[src/rtl/rtc_shift_pkg.sv]
package rtc_shift_pkg;
  localparam int RTC_PS_W  = 15;
  localparam int RTC_SEC_W = 16;

  // Internal counter events, brought out for the checker.
  typedef struct packed {
    logic wrap;   // shift sum crossed a second boundary
    logic uf;     // prescaler passed zero
  } sec_evt_t;
endpackage

[src/rtl/rtc_shift_ctl.sv]
module rtc_shift_ctl #(
  parameter int PS_W = 15
) (
  input  logic            clk,
  input  logic            rst_n,
  input  logic            ps_en,
  input  logic            wr_en,
  input  logic [PS_W-1:0] wr_shift,
  input  logic            wr_add1s,
  output logic            pending,
  output logic            accept,
  output logic            apply,
  output logic [PS_W-1:0] shift_q,
  output logic            add1s_q
);
  assign accept = wr_en && !pending;
  assign apply  = ps_en && pending;

  always_ff @(posedge clk) begin
    if (!rst_n) begin
      pending <= 1'b0;
      shift_q <= '0;
      add1s_q <= 1'b0;
    end else if (accept) begin
      pending <= 1'b1;
      shift_q <= wr_shift;
      add1s_q <= wr_add1s;
    end else if (apply) begin
      pending <= 1'b0;
    end
  end
endmodule

[src/rtl/rtc_prescaler.sv]
module rtc_prescaler
  import rtc_shift_pkg::*;
#(
  parameter int PS_W  = 15,
  parameter int SEC_W = 16
) (
  input  logic             clk,
  input  logic             rst_n,
  input  logic             ps_en,
  input  logic [PS_W-1:0]  reload,
  input  logic             apply,
  input  logic [PS_W-1:0]  shift_val,
  input  logic             add1s,
  output logic [PS_W-1:0]  sub_cnt,
  output logic [SEC_W-1:0] sec_cnt,
  output sec_evt_t         evt
);
  localparam int SW = PS_W + 1;

  // Returns {wrap, value}: sub + shift folded back into 0..reload.
  function automatic logic [SW-1:0] add_fold(input logic [PS_W-1:0] s,
                                             input logic [PS_W-1:0] d,
                                             input logic [PS_W-1:0] r);
    logic [SW-1:0] sum, lim, diff;
    sum  = {1'b0, s} + {1'b0, d};
    lim  = {1'b0, r} + SW'(1);
    diff = sum - lim;
    if (sum > {1'b0, r}) return {1'b1, diff[PS_W-1:0]};
    return {1'b0, sum[PS_W-1:0]};
  endfunction

  logic [SW-1:0]    adj;
  logic [PS_W-1:0]  mid;
  logic [PS_W-1:0]  sub_nx;
  logic [SEC_W-1:0] sec_nx;
  logic             plus1;

  always_comb begin
    adj      = apply ? add_fold(sub_cnt, shift_val, reload) : {1'b0, sub_cnt};
    mid      = adj[PS_W-1:0];
    evt.wrap = adj[PS_W];
    evt.uf   = (mid == '0);
    plus1    = apply && add1s;
    sub_nx   = evt.uf ? reload : mid - PS_W'(1);
    sec_nx   = sec_cnt + SEC_W'(plus1) - SEC_W'(evt.wrap) + SEC_W'(evt.uf);
  end

  always_ff @(posedge clk) begin
    if (!rst_n) begin
      sub_cnt <= reload;
      sec_cnt <= '0;
    end else if (ps_en) begin
      sub_cnt <= sub_nx;
      sec_cnt <= sec_nx;
    end
  end
endmodule

[src/rtl/rtc_shadow.sv]
module rtc_shadow #(
  parameter int PS_W  = 15,
  parameter int SEC_W = 16,
  parameter int LAG   = 2
) (
  input  logic             clk,
  input  logic             rst_n,
  input  logic             ps_en,
  input  logic             accept,
  input  logic             pending,
  input  logic [PS_W-1:0]  sub_cnt,
  input  logic [SEC_W-1:0] sec_cnt,
  output logic             copy_evt,
  output logic [PS_W-1:0]  shadow_sub,
  output logic [SEC_W-1:0] shadow_sec,
  output logic             sync_ok
);
  logic [LAG-1:0] dly;

  always_ff @(posedge clk) begin
    if (!rst_n) dly <= '0;
    else        dly <= {dly[LAG-2:0], ps_en};
  end
  assign copy_evt = dly[LAG-1];

  always_ff @(posedge clk) begin
    if (!rst_n) begin
      shadow_sub <= '0;
      shadow_sec <= '0;
      sync_ok    <= 1'b0;
    end else begin
      if (copy_evt) begin
        shadow_sub <= sub_cnt;
        shadow_sec <= sec_cnt;
      end
      if (accept)                   sync_ok <= 1'b0;
      else if (copy_evt && !pending) sync_ok <= 1'b1;
    end
  end
endmodule

[src/rtl/rtc_shift_adj.sv]
module rtc_shift_adj
  import rtc_shift_pkg::*;
#(
  parameter int PS_W  = RTC_PS_W,
  parameter int SEC_W = RTC_SEC_W
) (
  input  logic             clk,
  input  logic             rst_n,
  input  logic             ps_en,
  input  logic [PS_W-1:0]  reload,
  input  logic             wr_en,
  input  logic [PS_W-1:0]  wr_shift,
  input  logic             wr_add1s,
  output logic [PS_W:0]    shift_rdata,
  output logic             shift_pending,
  output logic             sync_ok,
  output logic [SEC_W-1:0] sec_cnt,
  output logic [PS_W-1:0]  sub_cnt,
  output logic [SEC_W-1:0] shadow_sec,
  output logic [PS_W-1:0]  shadow_sub
);
  logic            accept;
  logic            apply;
  logic            copy_evt;
  logic [PS_W-1:0] shift_q;
  logic            add1s_q;
  sec_evt_t        evt;

  // Shift fields are write-only.
  assign shift_rdata = '0;

  rtc_shift_ctl #(.PS_W(PS_W)) u_ctl (
    .clk(clk), .rst_n(rst_n), .ps_en(ps_en),
    .wr_en(wr_en), .wr_shift(wr_shift), .wr_add1s(wr_add1s),
    .pending(shift_pending), .accept(accept), .apply(apply),
    .shift_q(shift_q), .add1s_q(add1s_q)
  );

  rtc_prescaler #(.PS_W(PS_W), .SEC_W(SEC_W)) u_ps (
    .clk(clk), .rst_n(rst_n), .ps_en(ps_en), .reload(reload),
    .apply(apply), .shift_val(shift_q), .add1s(add1s_q),
    .sub_cnt(sub_cnt), .sec_cnt(sec_cnt), .evt(evt)
  );

  rtc_shadow #(.PS_W(PS_W), .SEC_W(SEC_W), .LAG(2)) u_sh (
    .clk(clk), .rst_n(rst_n), .ps_en(ps_en), .accept(accept),
    .pending(shift_pending), .sub_cnt(sub_cnt), .sec_cnt(sec_cnt),
    .copy_evt(copy_evt), .shadow_sub(shadow_sub),
    .shadow_sec(shadow_sec), .sync_ok(sync_ok)
  );
endmodule

[config.mk]
export PLATFORM = sky130hd
export DESIGN_NAME = rtc_shift_adj
export DESIGN_NICKNAME = d
export VERILOG_FILES = /design/src/rtl/rtc_shift_pkg.sv /design/src/rtl/rtc_shift_ctl.sv /design/src/rtl/rtc_prescaler.sv /design/src/rtl/rtc_shadow.sv /design/src/rtl/rtc_shift_adj.sv
export SDC_FILE = /design/constraint.sdc
export NUM_CORES = 1
export LEC_CHECK = 0
export CELL_PAD_IN_SITES_DETAIL_PLACEMENT = 1
export CELL_PAD_IN_SITES_GLOBAL_PLACEMENT = 1
export CORE_MARGIN = 3
export CORE_UTILIZATION = 37
export CTS_CLUSTER_SIZE = 8
export DETAILED_ROUTE_END_ITERATION = 10
export HOLD_SLACK_MARGIN = 0.15
export PLACE_DENSITY_LB_ADDON = 0.1
export SLEW_MARGIN = 20
export SYNTH_ARGS = -nofsm -noshare
export SYNTH_HDL_FRONTEND = slang
export SYNTH_HIERARCHICAL = 1
export SYNTH_SLANG_ARGS = --single-unit
export TNS_END_PERCENT = 10
[constraint.sdc]
create_clock -name clk -period 7.3 [get_ports clk]
set_input_delay 1.825 -clock clk [delete_from_list [all_inputs] [get_ports clk]]
set_output_delay 1.825 -clock clk [all_outputs]
set_load 0.05 [all_outputs]
==> run_results.csv <==
group,metric,value,unit
outcome,status,"finished with violations",
outcome,violations,"setup timing",
power_and_ir_drop,irDropWorstVdd,255.0,uV
worst_hold_path,hp-class,"reg2reg",
critical_path,critical_path_class,"in2reg",
global_route,antenna_found_initial,0,
critical_path,arrival,8.00,ns
routing,routed_via_density,5.349,
worst_hold_path,min_path_cells,1,
sta,setup_viol,7,
power_and_ir_drop,clkPwrFrac,15.2,%
sta,drv_slew,0,
final_layout,finalNetCount,1088,
routing,first_iter_violations,208,
place,gp_congestion,0.9167,
power_and_ir_drop,power_leakage,3.964,nW
worst_hold_path,hold-path-endpoint,"u_sh/dly[1]$_SDFF_PN0_",
routing,num_vias,6563,
clock_tree,clock-sinks,82,
critical_path,critPathRequiredTime,7.51,ns
sta,fin_worst_skew,0.007275,ns
flow_run,drv_cap,0,
power_and_ir_drop,netSwitchingFraction,44.66,%
floorplanning,die_w,138.2,um
routing,wl,24.61,mm
global_route,grt_pass1_wl,38.24,mm
clock_tree,clkTransAtPathRegs,0.07,ns
final_layout,diodes,0,
clock_tree,clock_latency,0.35,ns
synth,synth_warnings,6,
critical_path,rr_worst_depth,38,
power_and_ir_drop,internal_power,1.655,mW
critical_path,slowest_stage,"or4_4",
sta,fin_crit_sh,106.7,%
routing,dr.pass1.iters,4,
worst_hold_path,worstHoldStart,"u_sh/dly[0]$_SDFF_PN0_",
synth,syn_inst,753,
floorplanning,die-area,19110,um2
clock_tree,cts_tree,"built",
power_and_ir_drop,totalPowerFinal,2.990,mW
critical_path,reg2reg_from,"u_ps/sub_cnt[1]$_DFFE_PP_",
sta,fmax,128.4,MHz
sta,rsz0062_at_grt,"true",
power_and_ir_drop,power_density,318.5,nW/um2
critical_path,regToRegSetupSlack,-0.43,ns
floorplanning,fp.dieH,138.2,um
sta,hold_violations,0,
synth,syn_area,6469,um2
routing,wl_per_cell,20.06,um
place,place_ws,-0.9178,ns
power_and_ir_drop,p_sw,1.335,mW
critical_path,slowest_delay,0.54,ns
critical_path,start_kind,"input pin",
global_route,grt_max_degree,76,
synth,syn_area_per_cell,8.591,um2
global_route,grt_usage,24.66,%
global_route,grt_pass1_vias,7129,
sta,relSlewSlack,24.63,%
final_layout,drive_above_1_share,26.91,%
floorplanning,coreArea,16820,um2
place,dp.final_hpwl,18.76,mm
sta,worstMarginPinSlew,1.125,ns
clock_tree,htreeDepth,3,
power_and_ir_drop,p_comb_share,65.1,%
critical_path,setup.worst_path.start,"reload[5]",
critical_path,r2r-end,"u_ps/sec_cnt[12]$_SDFFE_PN0P_",
global_route,grt_overflow,0,
critical_path,cp-end-kind,"flip-flop",
floorplanning,initial_core_util,38.46,%
critical_path,path_max_fanout,7,
final_layout,nFillCells,2000,
clock_tree,numCtsBuffers,9,
final_layout,syn2layout_area_growth,45.11,%
sta,period_needed,7.787,ns
clock_tree,root_buffer,"clkbuf_16",
floorplanning,io_pins,115,
clock_tree,cts.path.max_buffers,2,
floorplanning,placementRows,47,
power_and_ir_drop,pwr-share-seq,19.6,%
clock_tree,hold_buffers,0,
sta,tns,-2.149,ns
routing,postRouteAntennaNets,0,
routing,drc,0,
sta,timing.final.ws_setup,-0.4868,ns
place,port_buffers,98,
how the worst max path moves through the flow:
stage                                               end  slack, ns  depth (start not counted)
after floorplan           u_ps/sec_cnt[14]$_SDFFE_PN0P_      -0.08                         34
after global routing      u_ps/sec_cnt[12]$_SDFFE_PN0P_      -0.75                         39
after CTS                 u_ps/sec_cnt[14]$_SDFFE_PN0P_      -0.34                         38
final                     u_ps/sec_cnt[12]$_SDFFE_PN0P_      -0.49                         32
after detailed placement  u_ps/sec_cnt[14]$_SDFFE_PN0P_      -0.92                         33
after global placement    u_ps/sec_cnt[14]$_SDFFE_PN0P_      -0.66                         30
metrics by stage:
step	util (%)	cells	area (um2)	hold WS, ns
3_5_place_dp	51.28	1186	8625	0.4352
2_1_floorplan	-	768	6615	0.4119
5_1_grt	55.81	1227	9387	0.4607
4_1_cts	54.45	1217	9158	0.4511
3_3_place_gp	51.28	1186	8625	0.4199
6_report	55.81	1227	9387	0.4439
layer usage:
metal	GRT usage [%]	vias to the layer above	routed length (um)
met5	0	-	0
met4	7.124	0	568
met3	3.522	38	694
met2	48.64	127	13710
met1	27.10	3250	9637
li1	-	3148	-
worst max-delay path, delay by kind of cell:
| family | cells | cell delay [ns] |
|---|---|---|
| and+or+nand+nor | 10 | 1.75 |
| AOI/OAI and AO/OA | 10 | 1.69 |
| adders and majority gates | 4 | 1.37 |
| buffers and inverters | 6 | 1.15 |
| muxes | 1 | 0.18 |
| xor gates and xnor gates | 1 | 0.05 |
power by group through the flow:
stage	Clock, mW	Combinational (mW)	Sequential, mW
2_1_floorplan	0	0.892	0.744
3_3_place_gp	0	1.64	0.595
3_5_place_dp	0	1.70	0.597
4_1_cts	0.466	1.83	0.588
5_1_grt	0.490	2.08	0.598
6_report	0.455	1.95	0.587
layout make-up:
cell class | count | area (um2) | area share, %
inverter | 50 | 187.7 | 1.999
tap | 220 | 275.3 | 2.933
timing repair buffer | 266 | 2245 | 23.91
clock inverter | 6 | 48.80 | 0.5199
clock buffer | 10 | 239.0 | 2.546
sequential | 82 | 1795 | 19.13
multi-input combinational | 593 | 4596 | 48.96
timing repair:
item	CTS	global route
setup buffers	15	10
gates cloned	0	0
pin swaps	29	35
gates resized for setup	32	30
endpoints found under the setup margin	11	11
cell usage in the layout (no fill, tap or decap), types with 8 or more instances in the layout:
cell / n
dfxtp_1: 66
a211oi_1: 9
nor2_1: 53
xnor2_1: 17
a21oi_1: 33
clkdlybuf4s50_1: 97
a21oi_2: 8
inv_1: 50
nor2b_1: 41
mux2i_1: 52
clkbuf_16: 9
nand4_1: 8
nand2_1: 69
buf_4: 167
ha_1: 39
nor3_1: 9
conb_1: 16
a21o_1: 16
o21ai_2: 9
xor2_1: 15
o21ai_0: 23
nand3_1: 11
edfxtp_1: 15
state kept, by name (all words and copies together), names as in the netlist:
register and cells:
u_ctl/pending 1, u_sh/shadow_sec 16, u_ctl/add1s_q 1, u_sh/shadow_sub 15, u_ps/sec_cnt 16, u_sh/sync_ok 1
u_ps/sub_cnt 15, u_sh/dly 2, u_ctl/shift_q 15
(Power assumes the default switching activity.)
